### config.mk
export PLATFORM = sky130hd
export DESIGN_NAME = vid_trc_decode
export DESIGN_NICKNAME = d
export VERILOG_FILES = /design/src/rtl/vid_trc_pkg.sv /design/src/rtl/vid_trc_seq.sv /design/src/rtl/vid_trc_fix.sv /design/src/rtl/vid_trc_decode.sv
export SDC_FILE = /design/constraint.sdc
export NUM_CORES = 1
export LEC_CHECK = 0
export ABC_AREA = 1
export BUFFER_PORTS_ARGS = -buffer_cell sky130_fd_sc_hd__buf_4
export CAP_MARGIN = 0
export CORE_UTILIZATION = 52
export DETAILED_ROUTE_END_ITERATION = 10
export PLACE_DENSITY = 0.79
export SLEW_MARGIN = 20
export SYNTH_ARGS = -nofsm -noshare
export SYNTH_HDL_FRONTEND = slang
export SYNTH_HIERARCHICAL = 1
export SYNTH_SLANG_ARGS = --single-unit
### constraint.sdc
create_clock -name clk -period 1.23 [get_ports clk]
set_input_delay 0 -clock clk [delete_from_list [all_inputs] [get_ports clk]]
set_output_delay 0 -clock clk [all_outputs]
set_load 0.05 [all_outputs]
### src/rtl/vid_trc_pkg.sv
package vid_trc_pkg;

    typedef enum logic [1:0] {
        ST_HUNT,
        ST_ONES,
        ST_ZERO1,
        ST_ZERO2
    } trc_state_e;

    typedef enum logic [1:0] {
        CHK_CLEAN,
        CHK_FIXED,
        CHK_BAD
    } trc_chk_e;

    typedef struct packed {
        logic f;
        logic v;
        logic h;
    } trc_flags_t;

    localparam int unsigned STATUS_W = 8;

endpackage

### src/rtl/vid_trc_seq.sv
module vid_trc_seq
    import vid_trc_pkg::*;
#(
    parameter int unsigned DW = 8
) (
    input  logic          clk,
    input  logic          rst_n,
    input  logic          smp_vld,
    input  logic [DW-1:0] smp_data,
    output logic          word_hit
);
    localparam logic [DW-1:0] ALL_ONES  = '1;
    localparam logic [DW-1:0] ALL_ZEROS = '0;

    trc_state_e state_q, state_d;
    logic       is_ones, is_zeros;

    assign is_ones  = (smp_data == ALL_ONES);
    assign is_zeros = (smp_data == ALL_ZEROS);

    always_ff @(posedge clk) begin
        if (!rst_n) state_q <= ST_HUNT;
        else        state_q <= state_d;
    end

    always_comb begin
        state_d = state_q;
        if (smp_vld) begin
            unique case (state_q)
                ST_HUNT:  state_d = is_ones ? ST_ONES : ST_HUNT;
                ST_ONES:  state_d = is_zeros ? ST_ZERO1 : (is_ones ? ST_ONES : ST_HUNT);
                ST_ZERO1: state_d = is_zeros ? ST_ZERO2 : (is_ones ? ST_ONES : ST_HUNT);
                ST_ZERO2: state_d = is_ones ? ST_ONES : ST_HUNT;
                default:  state_d = ST_HUNT;
            endcase
        end
    end

    assign word_hit = smp_vld && (state_q == ST_ZERO2);

endmodule

### src/rtl/vid_trc_fix.sv
module vid_trc_fix
    import vid_trc_pkg::*;
(
    input  logic [STATUS_W-1:0] word,
    output trc_flags_t          flags,
    output trc_chk_e            chk
);
    trc_flags_t raw;
    logic [3:0] par_exp;
    logic [3:0] syn;

    assign raw     = '{f: word[6], v: word[5], h: word[4]};
    assign par_exp = {raw.v ^ raw.h, raw.f ^ raw.h, raw.f ^ raw.v, raw.f ^ raw.v ^ raw.h};
    assign syn     = par_exp ^ word[3:0];

    always_comb begin
        flags = raw;
        chk   = CHK_BAD;
        if (word[7]) begin
            case (syn)
                4'b0000: chk = CHK_CLEAN;
                4'b0111: begin flags.f = ~raw.f; chk = CHK_FIXED; end
                4'b1011: begin flags.v = ~raw.v; chk = CHK_FIXED; end
                4'b1101: begin flags.h = ~raw.h; chk = CHK_FIXED; end
                4'b1000, 4'b0100,
                4'b0010, 4'b0001: chk = CHK_FIXED;
                default: chk = CHK_BAD;
            endcase
        end
    end

endmodule

### src/rtl/vid_trc_decode.sv
module vid_trc_decode
    import vid_trc_pkg::*;
#(
    parameter int unsigned DW = 8
) (
    input  logic          clk,
    input  logic          rst_n,
    input  logic          smp_vld,
    input  logic [DW-1:0] smp_data,
    output logic          code_vld,
    output logic          fld,
    output logic          vblk,
    output logic          hsync,
    output logic          is_eav,
    output logic          fix_strobe,
    output logic          bad_strobe
);
    localparam int unsigned TOP = DW - 1;

    logic       word_hit;
    trc_flags_t fixed;
    trc_chk_e   chk;

    vid_trc_seq #(.DW(DW)) u_seq (
        .clk      (clk),
        .rst_n    (rst_n),
        .smp_vld  (smp_vld),
        .smp_data (smp_data),
        .word_hit (word_hit)
    );

    vid_trc_fix u_fix (
        .word  (smp_data[TOP -: STATUS_W]),
        .flags (fixed),
        .chk   (chk)
    );

    always_ff @(posedge clk) begin
        if (!rst_n) begin
            code_vld   <= 1'b0;
            fix_strobe <= 1'b0;
            bad_strobe <= 1'b0;
            fld        <= 1'b0;
            vblk       <= 1'b0;
            hsync      <= 1'b0;
        end else begin
            code_vld   <= word_hit;
            fix_strobe <= word_hit && (chk == CHK_FIXED);
            bad_strobe <= word_hit && (chk == CHK_BAD);
            if (word_hit) begin
                fld   <= fixed.f;
                vblk  <= fixed.v;
                hsync <= fixed.h;
            end
        end
    end

    assign is_eav = hsync;

endmodule

### After elaboration in Yosys (flattened, before gate mapping)

Cells that the tools add are included.

| cells by class | value |
|---|---|
| equal/unequal tests | 13 |
| muxes and demuxes | 10 |
| bitwise operators | 8 |
| reduce and logical (&&, ||, !) cells | 8 |

Operators with widths:

| operator | count |
|---|---|
| == test 4 bit, second input constant | 3 |
| == test 4 x 3 -> 1 bit, second input constant | 2 |
| == test 8 bit, second input constant | 1 |
| logical NOT 8 bit | 1 |
| OR reduction 7 bit | 1 |
| == test 2 bit, second input constant | 3 |
| 2-to-1 mux 2 bit | 3 |
| case mux 2 bit (3 select lines) | 1 |
| == test 2 x 1 -> 1 bit, second input constant | 2 |
| == test 4 x 1 -> 1 bit, second input constant | 1 |
| == test 4 x 2 -> 1 bit, second input constant | 1 |
| logical NOT 4 bit | 1 |
| 2-to-1 mux 1 bit | 4 |
| case mux 2 bit (2 select lines) | 1 |
| bitwise XOR 1 bit | 4 |
| bitwise XOR 4 bit | 1 |
| logical AND 1 bit | 3 |
| 2-to-1 mux 3 bit | 1 |
| inverter 1 bit | 3 |
| logical NOT 2 bit | 1 |
| OR reduction 2 bit | 1 |

| word-level totals | value |
|---|---|
| register bits | 8 |
| output and inout bits | 7 |

### Depth between registers and ports, before layout

| depth | value |
|---|---|
| depth in word-level cells | 9 |
| depth in mapped cells | 15 |
| gate-level depth less buffers | 14 |

### Cells and area by module

The synthesis kept the hierarchy.

Modules (own cells, without submodules):

| module | times used | cells an instance | area each (sq um) | seq. area each (sq um) |
|---|---|---|---|---|
| vid_trc_fix | 1 | 81 | 390.4 | 0.0 |
| vid_trc_decode | 1 | 28 | 215.2 | 120.1 |
| vid_trc_seq | 1 | 36 | 211.5 | 40.0 |

### Least setup slack after synthesis

Ideal clock, no wire load.

| timing | value |
|---|---|
| kind | register -> register |
| start | register u_seq.state_q[0] |
| end | register u_seq.state_q[0] |
| library setup time | 0.114 ns |
| data arrival time | 0.954 ns |
| data required time | 1.116 ns |
| path slack | 0.163 ns |
| cell stages (with the launch flop) | 9 |
| path buffers | 0 |
| period minus slack after synthesis | 1.067 ns |
| cells stage by stage | dfxtp_1 -> inv_1 -> ha_1 -> inv_1 -> nand2_1 -> o21ai_0 -> a21oi_1 -> nand2_1 -> a21oi_2 |

| between the ends | value |
|---|---|
| word-level cells in the longest chain between the ends | 3 |

Ends and longest elaborated chain:

| what | RTL line | source |
|---|---|---|
| from (decl) | vid_trc_seq.sv:15 | `trc_state_e state_q, state_d;` |
| from (signal assigned) | vid_trc_seq.sv:23 | `else state_q <= state_d;` |
| == test 2 bit or logical NOT 2 bit (tied branches) | vid_trc_seq.sv:29 | `unique case (state_q)` |
| OR reduction 2 bit (no line) | - |  |
| case mux 2 bit (3 select lines) * | vid_trc_seq.sv:29 |  |

Every way passes the cells marked *; elsewhere a longest branch is shown, timed or not.
A chain may end at the register's enable or synchronous reset.

### Worst setup path in the final report

Same ends and word-level chain as after synthesis.

==> impl_metrics.ini <==
[outcome]
status = complete, no violations

[clock_tree]
cts_buffer_depth = 2
clk_pin_slew_worst_paths_ns = 0.05
root_buffer = clkbuf_4
h-tree-depth = 1
cts_tree = done
clkLatencyLatePin_ns = 0.25
cts_sinks = 8
cts_buffers = 3
postCtsSetupBuffers = 0

[route]
remaining_drc_errors = 0
drtIter0Drc = 25
routed_via_density = 4.91
wl_per_cell_um = 10.0
vias = 884
routed_wirelength_mm = 1.80
dr.pass1.iters = 5
ant_nets = 0

[grt]
grtUsageTotal_pct = 22.5
grt_max_degree = 11
antenna_found_initial = 0
grt_pass1_wl_mm = 3.06
grt_pass1_vias = 769
gr-total-overflow = 0

[layout]
areaGrowthSynthToFinish_pct = 21.1
final_util_pct = 71.6
antenna_cells = 0
fin_nets = 181
layout-drive-gt1-share_pct = 24.8

[die]
core_um2 = 1380
pin_count = 18
start_util_pct = 59.1
die_h_um = 41.6
rows = 13
design.die.area_um2 = 1730
die_w_um = 41.6

[sta]
hold_viol_final = 0
worst_pin_slew_ns = 0.218
max_slew_margin_pct = 85.5
rsz0062_at_grt = no
skew_ns = 0.00316
maxSlewViolCount = 0
period_share_pct = 90.4
setup_viol = 0
min_period_ns = 1.11
whs_ns = 0.0179
tns_ns = 0
fmax_mhz = 899

[synth]
synth-warning-count = 6
ys_seq_area_share_pct = 19.6
syn_area_um2 = 817
synth_fp_nets = 159
synthTopCellsByArea = nand2_1, dfxtp_1, inv_1
synth_top_cell_by_area = nand2_1
synth_top_area_share_pct = 24.8
syn_inst = 145
synth_area_per_cell_um2 = 5.63
synth_cell_types = 22
synth-seq-cells = 8

[power]
p_leak_nw = 0.584
p_switching_mw = 0.233
p_total_mw = 0.701
p_int_mw = 0.468
clkPwrFrac_pct = 28.3
p_per_area_nw_per_um2 = 708
combPwrFrac_pct = 34.1
ir_worst_vdd_v = 0.000378
p_seq_share_pct = 37.6
sw_frac_of_total_pct = 33.2

[critical_path]
crit_family = flip-flops
required_ns = 1.41
r2r_cells = 6
cp_slowest_cell = dfxtp_2
rr_endpoint = u_seq/state_q[0]
r2r_start = u_seq/state_q[0]
worst-path-buf-inv = 1
slowest_delay_ns = 0.34
critPathCaptureType = flop
rrSetupSlack_ns = 0.12
path_cells = inv_1, ha_2, o21ai_1, a21oi_1, nand2_1, a21oi_2
critical_path_arrival_ns = 1.29
worstSetupPathType = flop to flop
cp_max_fo = 3
cp-start-kind = flop

[hold_path]
hold-path-cell-count = 3
hold_path_end = fld
holdCritStartpoint = rst_n
hp-class = input pin to flop

[placement]
io_buffers = 17
dp_hpwl_mm = 1.40
place_congestion = 0.905

[flow_run]
max-cap-violations = 0
## worst register-to-register path, delay by kind of cell (launching register included)
| family | cells | cell delay, ns |
|---|---|---|
| fa+ha+maj | 1 | 0.30 |
| buf+inv | 1 | 0.06 |
| simple gates | 1 | 0.07 |
| flops | 1 | 0.34 |
| compound gates | 3 | 0.28 |
## kinds of logic after synthesis
family | count (synthesis) | share of synthesized area, %
buf+inv | 26 | 13.3
simple gates | 95 | 49.6
fa+ha+maj | 3 | 4.59
flops | 8 | 19.6
compound gates | 8 | 5.82
xor+xnor | 5 | 7.04
## power by group through the flow
| stage | Clock [mW] | Sequential (mW) | Combinational [mW] |
|---|---|---|---|
| floorplan | 0 | 0.268 | 0.161 |
| global placement | 0 | 0.268 | 0.225 |
| detailed placement | 0 | 0.268 | 0.230 |
| CTS | 0.206 | 0.263 | 0.234 |
| global route | 0.220 | 0.263 | 0.269 |
| finish | 0.198 | 0.263 | 0.239 |
## synth_stat cells
cell type / n
o21ai_0: 3
a21oi_2: 2
a21oi_1: 3
nor3_1: 1
nor3_2: 1
dfxtp_1: 8
xnor2_1: 1
and2_1: 1
inv_2: 3
nor2_1: 20
nor2_2: 1
xnor3_1: 1
xor2_1: 3
nand4_1: 2
nand2_1: 54
nand3_1: 5
or2_2: 1
inv_1: 21
ha_1: 3
nand2_2: 9
buf_6: 1
buf_4: 1
## what timing repair did
item | 4_1_cts | 5_1_grt
hold buffers | 1 | 0
gates resized for setup | 0 | 4
hold endpoints to repair | 1 | 0
endpoints found under the setup margin | 0 | 1
## sequential cells by signal, summed over array words and instances, names as in the netlist
register and cells:
bad_strobe 1, hsync 1, vblk 1, fld 1, u_seq/state_q 2, fix_strobe 1
code_vld 1
## cell type report
class,count,area [um^2]
Inverter,24,90.1
Tap cell,15,18.8
Timing Repair Buffer,19,145
Multi-Input combinational cell,111,551
Clock buffer,3,22.5
Fill cell,137,393
Sequential cell,8,163
## cell usage in the layout, fill, tap and decap left out
cell           count
nand2_1           54
nor3_1             1
nand3_1            5
dfxtp_1            6
dfxtp_2            2
ha_1               2
inv_1             21
ha_2               1
o21ai_1            1
clkbuf_4           3
or2_2              1
dlygate4sd3_1      1
a21oi_2            2
nor2_1            20
inv_2              3
o21ai_0            2
a21oi_1            3
nor3_2             1
xnor2_1            1
nand2_2            9
and2_1             1
nand4_1            2
xnor3_1            1
nor2_2             1
xor2_1             3
buf_4             18
## metal layers
layer	global-route usage, %	vias up	part of all wire, %
met5	0	-	0
met4	10.3	0	0.89
met3	3.91	2	3.9
met2	37.2	29	47
met1	28.3	377	48
li1	-	476	-
## worst max path at each step
stage	cells past startpoint	end	slack, ns	start
6_report	6	u_seq/state_q[0]	0.12	u_seq/state_q[0]
2_1_floorplan	8	u_seq/state_q[0]	0.16	u_seq/state_q[0]
3_3_place_gp	12	vblk	0.03	smp_data[4]
4_1_cts	8	u_seq/state_q[0]	0.06	u_seq/state_q[0]
5_1_grt	8	u_seq/state_q[0]	0.008	u_seq/state_q[0]
3_5_place_dp	13	hsync	0.005	smp_data[4]
## stage by stage
step	instances	instance area, um^2	setup WS, ns
floorplan	145	817	0.163
detailed placement	176	952	0.00538
global route	180	990	0.00797
global placement	176	952	0.0334
finish	180	990	0.117
CTS	180	985	0.0627
No activity file was read; power rests on OpenSTA's default activity.
